### config.mk
export PLATFORM = sky130hd
export DESIGN_NAME = smi_gate_unit
export DESIGN_NICKNAME = d
export VERILOG_FILES = /design/src/rtl/smi_pkg.sv /design/src/rtl/smi_edge_capture.sv /design/src/rtl/smi_status_bank.sv /design/src/rtl/smi_regfile.sv /design/src/rtl/smi_gate_unit.sv
export SDC_FILE = /design/constraint.sdc
export NUM_CORES = 1
export LEC_CHECK = 0
export BUFFER_PORTS_ARGS = -buffer_cell sky130_fd_sc_hd__buf_2
export CORE_MARGIN = 2
export CORE_UTILIZATION = 29
export DETAILED_ROUTE_END_ITERATION = 16
export PLACE_DENSITY = 0.57
export SLEW_MARGIN = 20
export SYNTH_ARGS = -nofsm -noshare
export SYNTH_HDL_FRONTEND = slang
export SYNTH_SLANG_ARGS = --single-unit
### constraint.sdc
create_clock -name clk -period 0.9 [get_ports clk]
set_input_delay 0.045 -clock clk [delete_from_list [all_inputs] [get_ports clk]]
set_output_delay 0.045 -clock clk [all_outputs]
set_load 0.005 [all_outputs]
### src/rtl/smi_pkg.sv
package smi_pkg;
  localparam int ADDR_W = 2;
  localparam logic [ADDR_W-1:0] ADDR_EN   = 2'd0;
  localparam logic [ADDR_W-1:0] ADDR_STAT = 2'd1;
  localparam logic [ADDR_W-1:0] ADDR_CTL  = 2'd2;
  localparam int GATE_BIT = 0;
endpackage

### src/rtl/smi_edge_capture.sv
module smi_edge_capture #(
  parameter int N = 8
) (
  input  logic         clk,
  input  logic         rst,
  input  logic [N-1:0] src_i,
  output logic [N-1:0] rise_o
);
  logic [N-1:0] prev_q;

  always_ff @(posedge clk) begin
    if (rst) prev_q <= '0;
    else     prev_q <= src_i;
  end

  assign rise_o = src_i & ~prev_q;
endmodule

### src/rtl/smi_status_bank.sv
module smi_status_bank #(
  parameter int N = 8
) (
  input  logic         clk,
  input  logic         rst,
  input  logic [N-1:0] rise_i,
  input  logic [N-1:0] en_i,
  input  logic [N-1:0] clr_i,
  output logic [N-1:0] stat_o
);
  for (genvar i = 0; i < N; i++) begin : g_bit
    logic st_q;
    always_ff @(posedge clk) begin
      if (rst)                      st_q <= 1'b0;
      else if (rise_i[i] && en_i[i]) st_q <= 1'b1;
      else if (clr_i[i])            st_q <= 1'b0;
    end
    assign stat_o[i] = st_q;
  end
endmodule

### src/rtl/smi_regfile.sv
module smi_regfile
  import smi_pkg::*;
#(
  parameter int N      = 8,
  parameter int DATA_W = 16
) (
  input  logic              clk,
  input  logic              rst,
  input  logic              wr_i,
  input  logic [ADDR_W-1:0] addr_i,
  input  logic [DATA_W-1:0] wdata_i,
  input  logic [N-1:0]      stat_i,
  output logic [N-1:0]      en_o,
  output logic              gate_o,
  output logic [N-1:0]      clr_o,
  output logic [DATA_W-1:0] rdata_o
);
  localparam int PAD_W = DATA_W - N;

  logic [N-1:0]      en_q;
  logic              gate_q;
  logic [DATA_W-1:0] rd_d;

  always_ff @(posedge clk) begin
    if (rst) begin
      en_q   <= '0;
      gate_q <= 1'b0;
    end else if (wr_i) begin
      if (addr_i == ADDR_EN)  en_q   <= wdata_i[N-1:0];
      if (addr_i == ADDR_CTL) gate_q <= wdata_i[GATE_BIT];
    end
  end

  assign clr_o = (wr_i && addr_i == ADDR_STAT) ? wdata_i[N-1:0] : '0;

  always_comb begin
    rd_d = '0;
    case (addr_i)
      ADDR_EN:   rd_d = {{PAD_W{1'b0}}, en_q};
      ADDR_STAT: rd_d = {{PAD_W{1'b0}}, stat_i};
      ADDR_CTL:  rd_d[GATE_BIT] = gate_q;
      default:   rd_d = '0;
    endcase
  end

  always_ff @(posedge clk) begin
    if (rst) rdata_o <= '0;
    else     rdata_o <= rd_d;
  end

  assign en_o   = en_q;
  assign gate_o = gate_q;
endmodule

### src/rtl/smi_gate_unit.sv
module smi_gate_unit
  import smi_pkg::*;
#(
  parameter int N_GEN  = 3,
  parameter int DATA_W = 16
) (
  input  logic              clk,
  input  logic              rst,
  input  logic              cmd_wr_i,
  input  logic              ext_smi_i,
  input  logic              tmr_tc_i,
  input  logic              irq12_i,
  input  logic              irq8_i,
  input  logic [N_GEN-1:0]  gen_evt_i,
  input  logic              reg_wr_i,
  input  logic [ADDR_W-1:0] reg_addr_i,
  input  logic [DATA_W-1:0] reg_wdata_i,
  output logic [DATA_W-1:0] reg_rdata_o,
  output logic              smi_n_o
);
  localparam int N = N_GEN + 5;

  logic [N-1:0] src_vec;
  logic [N-1:0] rise;
  logic [N-1:0] en_q;
  logic [N-1:0] stat_q;
  logic [N-1:0] clr;
  logic         gate_q;

  // Bit order fixes the register layout seen by software
  assign src_vec = {cmd_wr_i, ext_smi_i, tmr_tc_i, irq12_i, irq8_i, gen_evt_i};

  smi_edge_capture #(.N(N)) u_edge (
    .clk    (clk),
    .rst    (rst),
    .src_i  (src_vec),
    .rise_o (rise)
  );

  smi_status_bank #(.N(N)) u_stat (
    .clk    (clk),
    .rst    (rst),
    .rise_i (rise),
    .en_i   (en_q),
    .clr_i  (clr),
    .stat_o (stat_q)
  );

  smi_regfile #(.N(N), .DATA_W(DATA_W)) u_regs (
    .clk     (clk),
    .rst     (rst),
    .wr_i    (reg_wr_i),
    .addr_i  (reg_addr_i),
    .wdata_i (reg_wdata_i),
    .stat_i  (stat_q),
    .en_o    (en_q),
    .gate_o  (gate_q),
    .clr_o   (clr),
    .rdata_o (reg_rdata_o)
  );

  always_ff @(posedge clk) begin
    if (rst) smi_n_o <= 1'b1;
    else     smi_n_o <= ~(gate_q && |(stat_q & en_q));
  end
endmodule

==> flow_summary.yaml, run 1 <==
status:
  outcome: "finished clean"
worst_hold_path:
  timing.hold.worst_endpoint: "u_regs.en_o[5]"
  worst_hold_startpoint: "reg_wdata_i[5]"
  worstHoldPathCells: 3
  worst_hold_path_type: "in -> reg"
setup_path:
  crit_type: "reg -> reg"
  rr_worst_depth: 3
  setup.worst_path.start_class: "register"
  endpoint_of_the_worst_slack_reg_to_reg_timing_path: "smi_n_o"
  critPathCaptureType: "register"
  required_ns: 1.14
  crit_path_max_fanout: 3
  critical_path_at_ns: 1.06
  worst_path_max_delay_cell: "sky130_fd_sc_hd__dfxtp_1"
  rrSetupSlack_ns: 0.07
  cells_along_the_critical_path: "a22oi_1 > nand4_1 > nand3b_1"
  regToRegStartpoint: "u_stat.g_bit[7].st_q"
  critPathMaxStageDelay_ns: 0.33
sta:
  final_hold_viol_count: 0
  skew_ns: 0.007153
  final-max-slew-violation-count: 0
  report.final.setup_viol: 0
  grt_setup_unrepaired: "false"
  fmaxAchievable_mhz: 1208
  finalCriticalPeriod_ns: 0.8276
  hold-worst-slack_ns: 0.007076
  final.period_utilization_pct: 91.96
grt:
  groute.layer.met2.usage_pct: 18.31
  global_route.peak_usage_layer: "met2"
  global_route.usage.total_pct: 11.78
  met1_usage_pct: 14.05
  grt_first_pass_wirelength_um: 4588
  first_global_vias: 1027
  antenna_found_initial: 0
  groute.layer.met3.usage_pct: 3.657
  grt_start_max_net_pins: 21
  globalRoute.totalOverflow: 0
cts:
  numClockSinks: 34
  cts_max_level: 2
  cts_tree: "built"
  clock_pin_transition_on_the_worst_setup_and_hold_timing_paths_ns: 0.07
  numCtsBuffers: 5
  post_cts_hold_buffer_count: 9
  cts.repair.resized: 0
  post_cts.repair.setup_buffers: 0
  clock_latency_ns: 0.29
  root_buffer: "sky130_fd_sc_hd__clkbuf_8"
  clockBufferDepth: 2
pwr:
  leakage_uw: 0.0007448
  irDropWorstVdd_v: 0.0004847
  power_per_cell_area_nw_per_um2: 1730
logic_synthesis:
  synth_top_cells_by_area: "sky130_fd_sc_hd__dfxtp_1 51%, sky130_fd_sc_hd__mux2i_1 13%, sky130_fd_sc_hd__nand3b_1 5.6%"
  netlist_instances: 136
  synth_top_area_share_pct: 50.98
  synthesis.area_per_instance_um2: 9.816
  synth_area_leader_cell: "sky130_fd_sc_hd__dfxtp_1"
  synth_cell_type_count: 21
  synth-warning-count: 0
  yosys_register_bits: 34
  part_of_the_yosys_area_used_for_sequential_elements_pct: 50.98
  mappedNetlistArea_um2: 1335
die:
  die_width_um: 71.85
  starting_density_of_the_core_pct: 30.45
  die-area_um2: 5162
  num_rows: 24
  io_pins: 46
  core_area_um2: 4384
  die_h_um: 71.85
cells_and_area:
  fillerInstances: 446
  combined_area_of_the_multi_input_logic_cells_um2: 570.5
  post_route_cells_drive_above_1_share_pct: 27.42
  flow.area_growth_from_synthesis_pct: 30.37
  insertedDiodeCount: 0
  nNetsFinal: 214
  postLayoutCellArea_um2: 1740
  regArea_um2: 680.7
routing:
  drt-total-wl_um: 2816
  avgRoutedWirePerCell_um: 11.83
  num_vias: 1042
  drt_drc_violations_left: 0
  postRouteAntennaNets: 0
  viasPerCell: 4.378
  detailedRoute.firstPassIterationCount: 4
  drt-initial-drc-count: 46
place:
  portBuffers: 29
  gpl.final_weighted_congestion: 0.7213
  dpl_cell_area_um2: 1555
  placed_wire_length_estimate_after_detailed_placement_um: 2049
job:
  cap_violations: 0
## cell families (layout without fill, tap and decap cells)
kind of cell | after synthesis | count (layout) | synth area share (%)
and+or+nand+nor | 47 | 47 | 18.84
DFF | 34 | 34 | 50.98
AOI/OAI and AO/OA | 21 | 21 | 8.904
muxes | 17 | 17 | 12.75
buffers and inverters | 16 | 59 | 8.246
other | 1 | 8 | 0.2809
## power by group
part	internal (uW)	switching (uW)	leakage (uW)	total, uW
combinational	145	127	0.000421	272
sequential	1550	19.7	0.000277	1570
clock	614	558	0.0000472	1170
total	2310	705	0.000745	3010
## state kept, by name, summed over array words and instances, names as in the netlist
| name | count |
|---|---|
| u_edge.prev_q | 8 |
| u_regs.rdata_o | 8 |
| smi_n_o | 1 |
| u_regs.gate_o | 1 |
| u_stat.g_bit.st_q | 8 |
| u_regs.en_o | 8 |
## critical path: cells and delay by family, from the launching register on
kind | cells | cell delay (ns)
AO/OA/AOI/OAI | 1 | 0.23
AND/OR/NAND/NOR | 2 | 0.22
flip-flops | 1 | 0.33
## final cells by class
type	instances	area share [%]
Sequential cell	34	39.11
Clock inverter	2	0.7189
Clock buffer	6	4.745
Timing Repair Buffer	50	18.69
Tap cell	52	3.738
Multi-Input combinational cell	93	32.78
Inverter	1	0.2157
## worst max-delay path by stage
stage | slack, ns | from | cells after the start | endpoint
6_report | 0.07 | u_stat.g_bit[7].st_q | 3 | smi_n_o
5_1_grt | 0.01 | u_regs.en_o[0] | 3 | smi_n_o
4_1_cts | 0.06 | u_stat.g_bit[7].st_q | 3 | smi_n_o
3_5_place_dp | -0.07 | reg_addr_i[0] | 5 | u_regs.en_o[2]
3_3_place_gp | -0.04 | reg_addr_i[0] | 4 | u_stat.g_bit[7].st_q
2_1_floorplan | 0.04 | reg_addr_i[0] | 5 | u_regs.en_o[0]
## metrics by stage
| step | total power, uW | std cells | setup WS [ns] | util [%] | TNS, ns |
|---|---|---|---|---|---|
| floorplan | 1759 | 143 | 0.03831 | - | 0 |
| global placement | 1843 | 221 | -0.03728 | 35.47 | -0.3163 |
| detailed placement | 1846 | 221 | -0.07317 | 35.47 | -0.7414 |
| CTS | 3058 | 238 | 0.05639 | 39.70 | 0 |
| global route | 3162 | 238 | 0.01349 | 39.70 | 0 |
| finish | 3011 | 238 | 0.07238 | 39.70 | 0 |
## placed cells by master (no fill, tap or decap), types with 8 or more instances in the layout
cell and n:
sky130_fd_sc_hd__nand3b_1 10, sky130_fd_sc_hd__mux2i_1 17, sky130_fd_sc_hd__conb_1 8, sky130_fd_sc_hd__o21ai_0 8
sky130_fd_sc_hd__a21oi_1 8, sky130_fd_sc_hd__nor2_1 17, sky130_fd_sc_hd__buf_4 12, sky130_fd_sc_hd__nor2b_1 8
sky130_fd_sc_hd__dlygate4sd3_1 9, sky130_fd_sc_hd__dfxtp_1 34, sky130_fd_sc_hd__buf_2 29, sky130_fd_sc_hd__nand2_1 8
## metal layers
metal  part of all wire, %  up-vias
li1                      -      541
met1                    47      466
met2                    44       30
met3                   6.2        5
met4                   2.2        0
met5                     0        -
## synth_stat cells, drive strengths merged
master and instances:
inv 1, or2 1, buf 14, nand4 1, mux2i 17, conb 1
or2b 1, a22oi 4, clkbuf 1, nor2b 8, nand2 8, dfxtp 34
nand3b 10, a21oi 8, o22a 1, o21ai 8, nor3b 1, nor2 17
(Power assumes the default switching activity.)
==> inputs of run 2 (changes only) <==
- BUFFER_PORTS_ARGS: -buffer_cell sky130_fd_sc_hd__buf_2 -> -buffer_cell sky130_fd_sc_hd__buf_4
==> run 2 against run 1 <==
Global-route usage increased by 0.73 points. Cell area rose by 2.4%. Hold slack better by 0.0071 ns. Sequential power hardly changed. Sequential share of layout area is 0.91 points lower. Final cell count is 1.7% lower. Die area stayed put.
==> flow_summary.yaml, run 2 (synthesis results as in run 1) <==
status:
  outcome: "finished clean"
setup_path:
  worst_setup_path_startpoint: "u_regs.en_o[5]"
  critPathMaxStageDelay_ns: 0.33
  crit_type: "reg -> reg"
  critPathCaptureType: "register"
  crit_path_max_fanout: 4
  worst_path_max_delay_cell: "sky130_fd_sc_hd__dfxtp_1"
  cells_along_the_critical_path: "a22oi_1 > nand4_1 > nand3b_1"
  cp_num_buf_inv: 0
  required_ns: 1.13
  cp_top_family: "flip-flops"
  regToRegStartpoint: "u_regs.en_o[5]"
  setup.worst_path.start_class: "register"
  critical_path_at_ns: 1.04
  rrSetupSlack_ns: 0.09
die:
  die-area_um2: 5162
  die_width_um: 71.85
  core_area_um2: 4384
  starting_density_of_the_core_pct: 30.45
  num_rows: 24
  die_h_um: 71.85
  io_pins: 46
cts:
  post_cts.repair.setup_buffers: 0
  root_buffer: "sky130_fd_sc_hd__clkbuf_8"
  clock_latency_ns: 0.28
  cts_max_level: 2
  numCtsBuffers: 5
  cts_tree: "built"
  clockBufferDepth: 2
  numClockSinks: 34
  clock_pin_transition_on_the_worst_setup_and_hold_timing_paths_ns: 0.07
routing:
  viasPerCell: 4.444
  detailedRoute.firstPassIterationCount: 4
  drt_drc_violations_left: 0
  drt-initial-drc-count: 26
  avgRoutedWirePerCell_um: 12.07
  drt-total-wl_um: 2825
  postRouteAntennaNets: 0
  num_vias: 1040
cells_and_area:
  most-common-layout-cells: "36 x sky130_fd_sc_hd__buf_4, 34 x sky130_fd_sc_hd__dfxtp_1, 17 x sky130_fd_sc_hd__mux2i_1, 17 x sky130_fd_sc_hd__nor2_1"
  postLayoutCellArea_um2: 1782
  post_route_cells_drive_above_1_share_pct: 24.73
  layout_commonest_cell: "sky130_fd_sc_hd__buf_4"
  nNetsFinal: 210
  flow.area_growth_from_synthesis_pct: 33.46
  insertedDiodeCount: 0
grt:
  grt_first_pass_wirelength_um: 4905
  antenna_found_initial: 0
  first_global_vias: 1112
  grt_start_max_net_pins: 21
  global_route.usage.total_pct: 12.51
  globalRoute.totalOverflow: 0
pwr:
  irDropWorstVdd_v: 0.0007043
  power_per_cell_area_nw_per_um2: 1683
  leakage_uw: 0.0007420
place:
  dpl_cell_area_um2: 1590
  portBuffers: 29
  placed_wire_length_estimate_after_detailed_placement_um: 2068
  gpl.final_weighted_congestion: 0.7219
worst_hold_path:
  worst_hold_startpoint: "reg_wdata_i[3]"
  worst_hold_path_type: "in -> reg"
sta:
  skew_ns: 0.006064
  hold-worst-slack_ns: 0.01420
  final.period_utilization_pct: 90.31
  final-max-slew-violation-count: 0
  final_hold_viol_count: 0
  report.final.setup_viol: 0
  finalCriticalPeriod_ns: 0.8128
  fmaxAchievable_mhz: 1230
  grt_setup_unrepaired: "false"
job:
  cap_violations: 0
run 2: changes by cell type in the layout (fill, tap and decap cells not counted), sizes merged:
cell         previous run  this run
clkinvlp                1         0
clkbuf                  6         7
dlygate4sd3             9        10
buf                    41        36
run 2: worst reg2reg max path: cells and delay by family, from the launching register on:
family | cells | cell delay, ns
AND/OR/NAND/NOR | 2 | 0.22
AO/OA/AOI/OAI | 1 | 0.21
flip-flops | 1 | 0.33
run 2: what timing repair did:
| action | CTS | global route |
|---|---|---|
| hold endpoints to repair | 10 | 0 |
| resized for setup | 0 | 0 |
| hold buffers | 10 | 0 |
run 2: layer usage:
layer / share of wire [%] / GRT usage (%) / routed length, um
met5: 0 / 0 / 0
met4: 1.2 / 5.660 / 33
met3: 6.2 / 4.923 / 174
met2: 47 / 20.16 / 1329
met1: 46 / 14.64 / 1288
run 2: area by class of cell:
class	instances	area, um2
clock buffers	7	86.33
clock inverters	1	5.005
fillers	460	2603
inverters	1	3.754
multi-input cells	93	570.5
flip-flops and latches	34	680.7
well taps	52	65.06
repair buffers	46	370.4
run 2: path summary, 6_finish.rpt:
| path | to | cells past startpoint |
|---|---|---|
| max | smi_n_o | 3 |
| min | u_regs.en_o[3] | 3 |
| max reg2reg | smi_n_o | 3 |
| min reg2reg | smi_n_o | 1 |
run 2: per-stage QoR:
step / TNS [ns] / std cells / setup slack (ns) / utilization, % / power [uW]
floorplan: 0 / 143 / 0.03831 / - / 1759
global placement: -0.1922 / 216 / -0.02477 / 36.27 / 1853
detailed placement: -0.5399 / 216 / -0.07119 / 36.27 / 1861
CTS: 0 / 234 / 0.07067 / 40.64 / 3034
global route: 0 / 234 / 0.01061 / 40.64 / 3151
finish: 0 / 234 / 0.08718 / 40.64 / 2998
run 2: power by group:
group          switching, uW  internal, uW  leakage, uW
logic                    124           164     0.000417
registers               22.1          1550     0.000277
clock network            523           616    0.0000482
